### config.mk
export PLATFORM = sky130hd
export DESIGN_NAME = gp_chain
export DESIGN_NICKNAME = d
export VERILOG_FILES = /design/src/rtl/gp_pkg.sv /design/src/rtl/gp_cell.sv /design/src/rtl/gp_xcount.sv /design/src/rtl/gp_out_stage.sv /design/src/rtl/gp_chain.sv
export SDC_FILE = /design/constraint.sdc
export NUM_CORES = 1
export LEC_CHECK = 0
export BUFFER_PORTS_ARGS = -buffer_cell sky130_fd_sc_hd__buf_2
export CAP_MARGIN = 15
export CORE_UTILIZATION = 25
export DETAILED_ROUTE_END_ITERATION = 6
export SLEW_MARGIN = 10
export SYNTH_ARGS = -nofsm -noshare
export SYNTH_HDL_FRONTEND = slang
export SYNTH_SLANG_ARGS = --single-unit
### constraint.sdc
create_clock -name clk -period 5.7 [get_ports clk]
set_input_delay 0.57 -clock clk [delete_from_list [all_inputs] [get_ports clk]]
set_output_delay 0.57 -clock clk [all_outputs]
set_load 0.005 [all_outputs]
### src/rtl/gp_pkg.sv
package gp_pkg;

  localparam logic [1:0] MODE_BAR_BAR   = 2'b00;
  localparam logic [1:0] MODE_BAR_CROSS = 2'b01; // bar at 1, cross at 0
  localparam logic [1:0] MODE_CROSS_BAR = 2'b10; // cross at 1, bar at 0
  localparam logic [1:0] MODE_SPARE     = 2'b11; // treated as bar/bar

  typedef struct packed {
    logic alive;
    logic on_aux;
  } token_t;

  function automatic logic swaps(input logic [1:0] mode, input logic b);
    case (mode)
      MODE_BAR_CROSS: swaps = ~b;
      MODE_CROSS_BAR: swaps = b;
      default:        swaps = 1'b0;
    endcase
  endfunction

  function automatic logic is_steering(input logic [1:0] mode);
    is_steering = (mode == MODE_BAR_CROSS) || (mode == MODE_CROSS_BAR);
  endfunction

endpackage

### src/rtl/gp_cell.sv
module gp_cell
  import gp_pkg::*;
(
  input  token_t     tok_in,
  input  logic       in_bit,
  input  logic [1:0] mode,
  input  logic       aux_pass,
  output token_t     tok_out
);
  logic rail_after;

  always_comb begin
    rail_after     = tok_in.on_aux ^ swaps(mode, in_bit);
    tok_out.on_aux = rail_after;
    tok_out.alive  = tok_in.alive && !(rail_after && !aux_pass);
  end
endmodule

### src/rtl/gp_xcount.sv
module gp_xcount
  import gp_pkg::*;
#(
  parameter int N_CELLS    = 8,
  parameter int MAX_XCELLS = 4
) (
  input  logic [2*N_CELLS-1:0] modes,
  input  logic [N_CELLS-1:0]   aux_pass,
  output logic                 over_cap
);
  localparam int CW = $clog2(N_CELLS + 1) + 1;

  logic [CW-1:0] tally;

  always_comb begin
    tally = '0;
    for (int i = 0; i < N_CELLS; i++) begin
      tally = tally + CW'(aux_pass[i] && is_steering(modes[2*i +: 2]));
    end
    over_cap = (32'(tally) > MAX_XCELLS);
  end
endmodule

### src/rtl/gp_out_stage.sv
module gp_out_stage (
  input  logic clk,
  input  logic rst_n,
  input  logic take,
  input  logic res_in,
  input  logic out_ready,
  output logic out_valid,
  output logic out_bit,
  output logic in_ready
);
  always_ff @(posedge clk) begin
    if (!rst_n) begin
      out_valid <= 1'b0;
      out_bit   <= 1'b0;
    end else if (take) begin
      out_valid <= 1'b1;
      out_bit   <= res_in;
    end else if (out_ready) begin
      out_valid <= 1'b0;
    end
  end

  assign in_ready = !out_valid || out_ready;
endmodule

### src/rtl/gp_chain.sv
module gp_chain
  import gp_pkg::*;
#(
  parameter int N_CELLS    = 8,
  parameter int MAX_XCELLS = 4
) (
  input  logic                 clk,
  input  logic                 rst_n,
  input  logic                 cfg_we,
  input  logic [2*N_CELLS-1:0] cfg_mode_in,
  input  logic [N_CELLS-1:0]   cfg_aux_in,
  input  logic                 in_valid,
  output logic                 in_ready,
  input  logic [N_CELLS-1:0]   in_bits,
  output logic                 out_valid,
  input  logic                 out_ready,
  output logic                 out_bit,
  output logic                 cfg_err
);
  localparam int MW = 2 * N_CELLS;

  logic [MW-1:0]      mode_q;
  logic [N_CELLS-1:0] aux_q;

  always_ff @(posedge clk) begin
    if (!rst_n) begin
      mode_q <= '0;
      aux_q  <= '0;
    end else if (cfg_we) begin
      mode_q <= cfg_mode_in;
      aux_q  <= cfg_aux_in;
    end
  end

  token_t tok [N_CELLS+1];
  assign tok[0] = '{alive: 1'b1, on_aux: 1'b0};

  for (genvar g = 0; g < N_CELLS; g++) begin : g_cell
    gp_cell u_cell (
      .tok_in   (tok[g]),
      .in_bit   (in_bits[g]),
      .mode     (mode_q[2*g +: 2]),
      .aux_pass (aux_q[g]),
      .tok_out  (tok[g+1])
    );
  end

  gp_xcount #(
    .N_CELLS    (N_CELLS),
    .MAX_XCELLS (MAX_XCELLS)
  ) u_xcount (
    .modes    (mode_q),
    .aux_pass (aux_q),
    .over_cap (cfg_err)
  );

  logic result;
  assign result = tok[N_CELLS].alive && !tok[N_CELLS].on_aux && !cfg_err;

  gp_out_stage u_out (
    .clk       (clk),
    .rst_n     (rst_n),
    .take      (in_valid && in_ready),
    .res_in    (result),
    .out_ready (out_ready),
    .out_valid (out_valid),
    .out_bit   (out_bit),
    .in_ready  (in_ready)
  );
endmodule

==> qor.json <==
{
  "power": {
    "combinationalPowerShare_pct": 23.7,
    "power_density_nw_per_um2": 203.3,
    "power.static_leakage_nw": 0.9474,
    "power.switching_mw": 0.1096,
    "power.share.clock_pct": 26.4,
    "power.switching_fraction_pct": 27.25,
    "internal_power_mw": 0.2927,
    "sequentialPowerShare_pct": 49.9,
    "irDropWorstVdd_mv": 0.09773
  },
  "route": {
    "wl_um": 3218,
    "antenna_left": 0,
    "drt-initial-drc-count": 22,
    "via_count": 1166,
    "vias_per_cell": 4.164,
    "drt-wirelength-per-cell_um": 11.49,
    "detailedRoute.firstPassIterationCount": 4,
    "drc": 0
  },
  "sta": {
    "period_share_pct": 75.58,
    "max_freq_mhz": 232.1,
    "setup_repair_after_global_routing_missed_its_margin": "no",
    "finalWorstPathRequiredPeriod_ns": 4.308,
    "final.setup.tns_ns": 0,
    "finalMaxSlewViolations": 0,
    "fin_worst_skew_ns": 0.004153,
    "worst_slew_pin_slew_ns": 0.7416,
    "finalHoldWorstSlack_ns": 0.4814,
    "final_hold_viol_count": 0,
    "relSlewSlack_pct": 50.56,
    "report.final.setup_viol": 0
  },
  "floorplanning": {
    "rows": 29,
    "floorplan.core_area_sq_um": 6386,
    "fp.dieH_um": 83.50,
    "fp.dieArea_sq_um": 6971,
    "top_level_ports": 41,
    "fp.dieW_um": 83.50,
    "initial_core_util_pct": 26.00
  },
  "finish": {
    "syn2layout_area_growth_pct": 19.22,
    "fin_nets": 265,
    "antenna-diode-count": 0,
    "mostFrequentLayoutCell": "buf_2",
    "nFillCells": 687,
    "final_design_area_no_fill_sq_um": 1979,
    "drive_gt1_share_pct": 22.66,
    "layout.cells.most_common_list": "buf_2, mux2i_1, nor2b_1"
  },
  "synth": {
    "syn-instance-count": 165,
    "mappedNetlistNets": 225,
    "synth_enable_flop_cells": 0,
    "synth_seq_cells": 26,
    "avgSynthCellArea_sq_um": 10.06,
    "yosys_warnings": 0,
    "synth_top_cell_area_share_pct": 31.35,
    "post-synth-top-area-cell": "dfxtp_1",
    "asyncSetResetFlopFracSynth_pct": 0,
    "mappedNetlistArea_sq_um": 1660,
    "seq_area_frac_synth_pct": 31.35,
    "synth_cell_type_count": 23,
    "synthFlopType": "dfxtp_1",
    "synthTopCellsByArea": "dfxtp_1, mux2i_1, ha_1"
  },
  "critical_path": {
    "path_max_fanout": 3,
    "worst-endpoint-required_ns": 5.13,
    "setup.reg_to_reg.worst_slack_ns": 1.70,
    "setup.worst_path.class": "flip-flop to output port",
    "worst_ep_arrival_time_ns": 3.74,
    "end_kind": "output port",
    "startpoint_type": "flip-flop"
  },
  "cts": {
    "clock_tree_from_tritoncts": "done",
    "htree_levels": 1,
    "post_cts_resize_count": 0,
    "clk-insertion-delay-late_ns": 0.27,
    "post_cts.repair.setup_buffers": 0,
    "cts.sinks": 26,
    "clock-root-buffer": "clkbuf_8",
    "cts.path.max_buffers": 2,
    "cts_hold_repair.buffers": 0,
    "tritoncts.num_buffers": 3,
    "clk_transition_reported_paths_ns": 0.09
  },
  "placed_design": {
    "dpl.hpwl_um": 2555,
    "port_buffers": 40,
    "detailed_place.area_sq_um": 1938,
    "gp_congestion": 0.7989
  },
  "grt": {
    "grt_pass1_wl_um": 5513,
    "grt_overflow_total": 0,
    "global_route.usage.total_pct": 10.08,
    "number_of_global_route_vias_before_repair": 1161,
    "met1_usage_pct": 13.45,
    "met3_usage_pct": 1.583,
    "grt_antenna_before_repair": 0,
    "grt_most_used_layer": "met2",
    "grt_start_max_net_pins": 28,
    "use_met2_pct": 16.47
  },
  "worst_hold_path": {
    "hold_path_class": "flip-flop to flip-flop"
  },
  "flow_run": {
    "max_cap_violations": 0
  },
  "outcome": {
    "result_of_the_run": "finished, final reports clean"
  }
}
-- state kept, by name, indices dropped and copies added, names as in the netlist --
| register | count |
|---|---|
| u_out.out_bit | 1 |
| u_out.out_valid | 1 |
| mode_q | 16 |
| aux_q | 8 |
-- stage by stage --
| stage | utilization, % | setup WS, ns | instances | total power [mW] |
|---|---|---|---|---|
| final | 31.00 | 1.392 | 280 | 0.4024 |
| after global routing | 31.00 | 1.195 | 280 | 0.4312 |
| after global placement | 30.35 | 1.723 | 277 | 0.3004 |
| after detailed placement | 30.35 | 1.669 | 277 | 0.3019 |
| after floorplan | - | 1.893 | 165 | 0.2731 |
| after CTS | 31.00 | 1.351 | 280 | 0.4102 |
-- worst max-delay path, cell delays in order (launching register included) --
cell	delay (ns)
dfxtp_1	0.37
inv_1	0.05
ha_1	0.27
nor2b_1	0.04
ha_1	0.26
inv_1	0.05
fa_1	0.52
inv_1	0.05
fa_1	0.52
inv_1	0.05
fa_1	0.40
inv_1	0.09
fa_1	0.41
nor2b_1	0.12
o22ai_1	0.11
buf_2	0.14
-- per-layer routing --
| metal | up-vias | routed length (um) |
|---|---|---|
| li1 | 606 | - |
| met2 | 27 | 1480 |
| met3 | 5 | 120 |
| met4 | 0 | 53 |
| met5 | - | 0 |
| met1 | 528 | 1564 |
-- path summary, 6_finish.rpt --
| check | start | endpoint | cells after the start |
|---|---|---|---|
| worst max register to register | mode_q[0] | u_out.out_bit | 17 |
| worst min register to register | u_out.out_bit | u_out.out_bit | 2 |
| worst max-delay path | mode_q[0] | cfg_err | 15 |
| worst min-delay path | u_out.out_bit | u_out.out_bit | 2 |
-- cells by family after synthesis --
kind of cell / share of synthesized area, %
flip-flops: 31.35
AO/OA/AOI/OAI: 3.014
XOR/XNOR: 6.029
adder cells (fa/ha/maj): 19.14
buffers and inverters: 6.330
multiplexers: 20.05
AND/OR/NAND/NOR: 14.09
-- cells in the mapped netlist, drive strengths merged (2+ instances only) --
library cell  number
mux2i             31
nor2b             29
dfxtp             26
inv               23
ha                19
xnor2              6
clkbuf             5
nand2b             5
fa                 4
mux2               2
nand2              2
o22ai              2
xor2               2
-- power by group through the flow --
stage	Sequential, mW	Combinational [mW]	Clock (mW)
6_report	0.201	0.0953	0.106
5_1_grt	0.203	0.109	0.120
4_1_cts	0.201	0.0973	0.112
3_5_place_dp	0.205	0.0967	0
3_3_place_gp	0.205	0.0956	0
2_1_floorplan	0.203	0.0701	0
-- final cells by class --
cell class	instances	area, sq um	area share [%]
clock buffer	3	41.29	2.086
inverter	23	86.33	4.362
timing repair buffer	40	200.2	10.11
sequential	26	520.5	26.30
tap	77	96.34	4.867
multi-input combinational	111	1035	52.28
(Power assumes the default switching activity.)
